<file path="src/rtl/cdv_pkg.sv">
package cdv_pkg;
   typedef enum logic [1:0] {
      VS_IDLE  = 2'd0,
      VS_SEIZE = 2'd1,
      VS_MARK  = 2'd2,
      VS_OPEN  = 2'd3
   } vstate_t;
endpackage

</file>
<file path="src/rtl/cdv_carrier_filter.sv">
module cdv_carrier_filter #(
   parameter int ASSERT_MS = 4,
   parameter int HOLD_MS   = 8
) (
   input  logic clk,
   input  logic rst_n,
   input  logic ms_tick,
   input  logic in_band,
   output logic carrier_on
);
   localparam int AW = $clog2(ASSERT_MS + 1);
   localparam int HW = $clog2(HOLD_MS + 1);

   generate
      if (ASSERT_MS < 1) begin : g_bad_assert
         $error("ASSERT_MS must be at least 1");
      end
      if (HOLD_MS < 1) begin : g_bad_hold
         $error("HOLD_MS must be at least 1");
      end
   endgenerate

   logic [AW-1:0] qual_cnt;
   logic [HW-1:0] gap_cnt;
   logic          active;

   always_ff @(posedge clk) begin
      if (!rst_n) begin
         active   <= 1'b0;
         qual_cnt <= '0;
         gap_cnt  <= '0;
      end else if (!active) begin
         gap_cnt <= '0;
         if (!in_band) begin
            qual_cnt <= '0;
         end else if (ms_tick) begin
            if (qual_cnt == AW'(ASSERT_MS - 1)) begin
               active   <= 1'b1;
               qual_cnt <= '0;
            end else begin
               qual_cnt <= qual_cnt + 1'b1;
            end
         end
      end else begin
         qual_cnt <= '0;
         if (in_band) begin
            gap_cnt <= '0;
         end else if (ms_tick) begin
            if (gap_cnt == HW'(HOLD_MS - 1)) begin
               active  <= 1'b0;
               gap_cnt <= '0;
            end else begin
               gap_cnt <= gap_cnt + 1'b1;
            end
         end
      end
   end

   assign carrier_on = active;

   // carrier can only come up on a millisecond strobe with energy present
   p_rise_on_tick_r2: assert property (@(posedge clk) disable iff (!rst_n)
      $rose(active) |-> ($past(ms_tick) && $past(in_band)));

   // carrier can only drop on a millisecond strobe with energy absent
   p_fall_on_tick_r4: assert property (@(posedge clk) disable iff (!rst_n)
      $fell(active) |-> ($past(ms_tick) && !$past(in_band)));

   // energy present keeps an established carrier up
   p_hold_with_energy_r3: assert property (@(posedge clk) disable iff (!rst_n)
      (active && in_band) |=> active);
endmodule

</file>
<file path="src/rtl/cdv_preamble_check.sv">
module cdv_preamble_check
   import cdv_pkg::*;
#(
   parameter int MIN_ALT_BITS = 30,
   parameter int MIN_MARK_MS  = 120
) (
   input  logic clk,
   input  logic rst_n,
   input  logic carrier_on,
   input  logic ms_tick,
   input  logic bit_tick,
   input  logic bit_in,
   output logic is_open
);
   localparam int RW = $clog2(MIN_ALT_BITS + 1);
   localparam int MW = $clog2(MIN_MARK_MS + 1);

   generate
      if (MIN_ALT_BITS < 2) begin : g_bad_alt
         $error("MIN_ALT_BITS must be at least 2");
      end
      if (MIN_MARK_MS < 1) begin : g_bad_mark
         $error("MIN_MARK_MS must be at least 1");
      end
   endgenerate

   vstate_t       state;
   logic [RW-1:0] run;
   logic [MW-1:0] mark_cnt;
   logic          prev_bit;

   always_ff @(posedge clk) begin
      if (!rst_n || !carrier_on) begin
         state    <= VS_IDLE;
         run      <= '0;
         mark_cnt <= '0;
         prev_bit <= 1'b0;
      end else begin
         unique case (state)
            VS_IDLE, VS_SEIZE: begin
               state <= VS_SEIZE;
               if (bit_tick) begin
                  prev_bit <= bit_in;
                  if (run == '0) begin
                     run <= RW'(1);
                  end else if (bit_in != prev_bit) begin
                     if (run != RW'(MIN_ALT_BITS)) run <= run + 1'b1;
                  end else if (bit_in && run == RW'(MIN_ALT_BITS)) begin
                     state    <= VS_MARK;
                     mark_cnt <= '0;
                  end else begin
                     run <= RW'(1);
                  end
               end
            end
            VS_MARK: begin
               if (bit_tick && !bit_in) begin
                  state    <= VS_SEIZE;
                  run      <= RW'(1);
                  prev_bit <= 1'b0;
               end else if (ms_tick) begin
                  if (mark_cnt == MW'(MIN_MARK_MS - 1)) state <= VS_OPEN;
                  else mark_cnt <= mark_cnt + 1'b1;
               end
            end
            VS_OPEN: state <= VS_OPEN;
            default: state <= VS_IDLE;
         endcase
      end
   end

   assign is_open = (state == VS_OPEN);

   // losing the carrier always returns the validator to idle
   p_idle_on_release_r9: assert property (@(posedge clk) disable iff (!rst_n)
      !carrier_on |=> (state == VS_IDLE));

   // opening happens only out of the mark interval on a millisecond strobe
   p_open_from_mark_r7: assert property (@(posedge clk) disable iff (!rst_n)
      $rose(is_open) |-> ($past(state) == VS_MARK && $past(ms_tick)));

   // the mark interval is entered only from a saturated alternating run
   p_mark_needs_run_r6: assert property (@(posedge clk) disable iff (!rst_n)
      (state != VS_MARK) ##1 (state == VS_MARK) |-> ($past(run) == RW'(MIN_ALT_BITS)));
endmodule

</file>
<file path="src/rtl/cdv_gate.sv">
module cdv_gate #(
   parameter int ASSERT_MS    = 4,
   parameter int HOLD_MS      = 8,
   parameter int MIN_ALT_BITS = 30,
   parameter int MIN_MARK_MS  = 120
) (
   input  logic clk,
   input  logic rst_n,
   input  logic ms_tick,
   input  logic bit_tick,
   input  logic demod_bit,
   input  logic in_band,
   output logic cd_n,
   output logic raw_out,
   output logic cooked_out
);
   logic carrier_on;
   logic val_open;

   cdv_carrier_filter #(
      .ASSERT_MS (ASSERT_MS),
      .HOLD_MS   (HOLD_MS)
   ) u_filter (
      .clk        (clk),
      .rst_n      (rst_n),
      .ms_tick    (ms_tick),
      .in_band    (in_band),
      .carrier_on (carrier_on)
   );

   cdv_preamble_check #(
      .MIN_ALT_BITS (MIN_ALT_BITS),
      .MIN_MARK_MS  (MIN_MARK_MS)
   ) u_check (
      .clk        (clk),
      .rst_n      (rst_n),
      .carrier_on (carrier_on),
      .ms_tick    (ms_tick),
      .bit_tick   (bit_tick),
      .bit_in     (demod_bit),
      .is_open    (val_open)
   );

   assign cd_n       = ~carrier_on;
   assign raw_out    = carrier_on ? demod_bit : 1'b1;
   assign cooked_out = (carrier_on && val_open) ? demod_bit : 1'b1;

   // the cooked line never shows a space the raw line does not show
   p_cooked_subset_r6: assert property (@(posedge clk) disable iff (!rst_n)
      !cooked_out |-> !raw_out);

   // with no carrier, the raw line idles at mark
   p_raw_idle_r5: assert property (@(posedge clk) disable iff (!rst_n)
      cd_n |-> raw_out);
endmodule

</file>
<file path="config.mk">
export PLATFORM = sky130hd
export DESIGN_NAME = cdv_gate
export DESIGN_NICKNAME = d
export VERILOG_FILES = /design/src/rtl/cdv_pkg.sv /design/src/rtl/cdv_carrier_filter.sv /design/src/rtl/cdv_preamble_check.sv /design/src/rtl/cdv_gate.sv
export SDC_FILE = /design/constraint.sdc
export NUM_CORES = 1
export LEC_CHECK = 0
export ABC_AREA = 1
export BUFFER_PORTS_ARGS = -buffer_cell sky130_fd_sc_hd__buf_2
export CAP_MARGIN = 30
export CORE_UTILIZATION = 45
export DETAILED_ROUTE_END_ITERATION = 8
export SLEW_MARGIN = 20
export SYNTH_ARGS = -nofsm -noshare
export SYNTH_HDL_FRONTEND = slang
export SYNTH_SLANG_ARGS = --single-unit
</file>
<file path="constraint.sdc">
create_clock -name clk -period 1.55 [get_ports clk]
set_input_delay 0.2325 -clock clk [delete_from_list [all_inputs] [get_ports clk]]
set_output_delay 0.2325 -clock clk [all_outputs]
set_load 0.02 [all_outputs]
</file>
==> metrics.md <==
| Metric | Value |
|---|---|
| Port Buffer Count | 8 |
| Most frequent cells in the layout | nand2_1, nor2_1, nand3_1 |
| Vias in the first global route | roughly 1,100 |
| Clk sink count | 23 |
| FF-to-FF End | u_check.run[4]$_SDFFE_PP0P_ |
| Area contributors post-synth | dfxtp_1, nand2_1, nor2_1, nand3_1, inv_1 |
| Routed wire length per instance | about 11 um |
| Clk buf depth | 2 |
| R2R cell count | 9 |
| Number of remaining DRC errors | 0 |
| First-pass GRT wire length | 4.82 mm |
| Layout cells sized above 1 | 15.3% |
| Yosys warns | 0 |
| Final setup margin | 0.143 ns |
| CTS buffer count | 3 |
| Reg2Reg Setup Slack | about 0.14 ns |
| Fill count | 271 |
| Syn Area/Cell | 6.57 sq um |
| Clock root buffer master | clkbuf_4 |
| Slowest stage cell, crit path | dfxtp_1 |
| Cell area power density | ~630 nW/um^2 |
| Peak Freq | 0.711 GHz |
| ANT nets after route | 0 |
| Slew HR | around four fifths |
| Final worst path period share | 90.8% |
| Leak Pwr | 0.590 nW |
| Register area share after synthesis | 34.3% |
| Synth Area in Compound Gates | 8.77% |
| Hold_buf cts | 0 |
| Critical path startpoint category | flip-flop |
| Syn Std Cell Area | 1340 sq um |
| Synth area leader | dfxtp_1 |
| Total core area | 2780 sq um |
| Worst-path maximum fanout | 6 |
| CTS tree | yes |
| Postcts setup bufs | 0 |
| Synth Area in Adders | approximately 5.6% |
| Total Die Area | around 3200 sq um |
| Rows | 19 |
| Tmin final | approximately 1.4 ns |
| Distinct cell type count after synthesis | 26 |
| Status | completed |
| Layout area overhead | 10.1% |
| H-tree level count | 1 |
| GRT Total Usage | 18.7% |
| Crit path largest cell delay | 0.36 ns |
| Skew final | 0.00723 ns |
| DP Wirelength | 2.04 mm |
| Worst Hold Path EP | u_filter.carrier_on$_SDFF_PN0_ |
| ANT cells | 0 |
| Post-Synth XOR/XNOR Area | 1.96% |
| Worst Max-Slew Pin Slew | between 0.3 and 0.4 ns |
| WL final | 2.72 mm |
| Hold_sp | rst_n |
| Design Power | 0.928 mW |
| Crit Path Category | flip-flop to flip-flop |
| 1st-pass router iterations | 4 |
| Crit path cell chain | inv_2 > ha_1 > nand2_1 > nor2_4 > nand3_1 > nand2_4 > inv_4 > o21ai_0 > nor2_1 |
| DR vias | 1,260 |
| Nets | 229 |
| Post-synthesis simple-gate area fraction | 41.6% |
| Max-slew violation count | 0 |
| Hold Violations, Final | 0 |
| Setup TNS | 0 ns |
| Vias per cell | roughly 5.1 |
| GPL Wtd Cong | roughly 0.84 |
| Synth top area share | roughly 34% |
| CP endpoint kind | flip-flop |
| IO Pins | 9 |
| Reg-to-Reg Start | u_check.run[0]$_SDFFE_PP0P_ |
| Initial Util | 48.2% |
| Setup Viol. Count Final | 0 |
| Syn nets | 216 |
| Die width | 56.6 um |
| Hold WC Path Type | input port to flip-flop |
| Grt total ovfl | 0 |
| Max Cap Viol | 0 |
| Worst VDD drop | 0.000594 V |
| Multiplexer area fraction after synthesis | 0% |
| Initial antenna violation count | 0 |
| CP Launch Point | u_check.run[0]$_SDFFE_PP0P_ |
| Synthesis-stage register bit count | 23 |
| Pre-CTS setup slack | 0.0832 ns |
| RSZ-0062 raised after global routing | no |
| Worst-skew pair later-pin latency | roughly 0.31 ns |
| CP required | 1.76 ns |
| Critical Path AT | ~1.6 ns |
| Initial DRC Count | 39 |
| Worst-path clk slew | 0.14 ns |
| Hold depth | 3 |
| Mapped Cells | 204 |
| Main combinational cell family by area after synthesis | simple AND/OR/NAND/NOR gates |
| Commonest non-fill, non-tap cell in the layout | nand2_1 |
| Largest net degree at the start of global routing | 14 |
| Die Y | 56.6 um |
| WHS | 0.169 ns |
[cells by family after synthesis]
group / after synthesis
AND/OR/NAND/NOR: 125
adder cells (fa/ha/maj): 6
buffers and inverters: 26
AO/OA/AOI/OAI: 21
flip-flops: 23
XOR/XNOR: 3
[cell usage after synthesis]
master and number:
a21oi_1 10, a21oi_2 1, and2_1 1, buf_4 1, dfxtp_1 23, ha_1 6, inv_1 22, inv_2 2
inv_4 1, nand2_1 52, nand2_2 1, nand2_4 2, nand3_1 22, nand3_2 2, nand3b_1 1, nand4_1 3
nor2_1 35, nor2_2 1, nor2_4 1, nor3_1 2, o211ai_1 1, o21ai_0 7, o21ai_2 1, o21bai_1 1
or2_2 2, xor2_1 3
[power breakdown]
part / internal, mW / switching, mW / total (mW)
logic: 0.0166 / 0.0344 / 0.0510
registers: 0.591 / 0.00127 / 0.592
clock network: 0.0963 / 0.189 / 0.285
total: 0.704 / 0.224 / 0.928
[state kept, by name, indices dropped and copies added (netlist names)]
signal               count
u_filter.carrier_on      1
u_filter.qual_cnt        3
u_check.run              5
u_check.mark_cnt         7
u_check.prev_bit         1
u_filter.gap_cnt         4
u_check.state            2
[per-layer routing]
metal	routed length (um)	share of wire [%]	vias to the layer above	global-route usage [%]
met5	0	0	-	0
met4	36	1.3	0	6.27
met3	76	2.8	4	2.30
met2	1200	44	21	28.7
met1	1410	52	558	27.0
li1	-	-	677	-
[cell type report]
type / count / area [sq um] / share of cell area (%)
clock buffers: 3 / 22.5 / 1.53
clock inverters: 1 / 5.00 / 0.339
well taps: 31 / 38.8 / 2.63
multi-input cells: 155 / 801 / 54.2
flip-flops and latches: 23 / 465 / 31.5
inverters: 25 / 96.3 / 6.53
repair buffers: 9 / 47.5 / 3.22
[how the worst max path moves through the flow]
| stage | endpoint | slack [ns] | depth (start not counted) |
|---|---|---|---|
| 2_1_floorplan | u_check.mark_cnt[6]$_SDFFE_PP0P_ | 0.25 | 10 |
| 3_3_place_gp | u_check.mark_cnt[5]$_SDFFE_PP0P_ | 0.09 | 10 |
| 3_5_place_dp | u_check.mark_cnt[6]$_SDFFE_PP0P_ | 0.08 | 10 |
| 4_1_cts | u_check.mark_cnt[0]$_SDFFE_PP0P_ | 0.06 | 10 |
| 5_1_grt | u_check.run[4]$_SDFFE_PP0P_ | 0.006 | 9 |
| 6_report | u_check.run[4]$_SDFFE_PP0P_ | 0.14 | 9 |
[through the flow]
| stage | utilization, % | cells | cell area [sq um] |
|---|---|---|---|
| 6_report | 53.1 | 247 | 1480 |
| 3_3_place_gp | 51.1 | 243 | 1420 |
| 4_1_cts | 52.0 | 247 | 1450 |
| 2_1_floorplan | - | 204 | 1340 |
| 3_5_place_dp | 51.1 | 243 | 1420 |
| 5_1_grt | 53.1 | 247 | 1480 |
[worst max-delay path, delay by kind of cell, from the launching register on]
family,cells,cell delay (ns)
buffers and inverters,2,0.13
AND/OR/NAND/NOR,5,0.53
adder cells (fa/ha/maj),1,0.14
flip-flops,1,0.36
AO/OA/AOI/OAI,1,0.15
[what timing repair did]
action | 4_1_cts | 5_1_grt
endpoints found under the hold margin | 0 | 0
setup endpoints to repair | 0 | 11
resized for setup | 0 | 10
No activity file was read; power rests on OpenSTA's default activity.
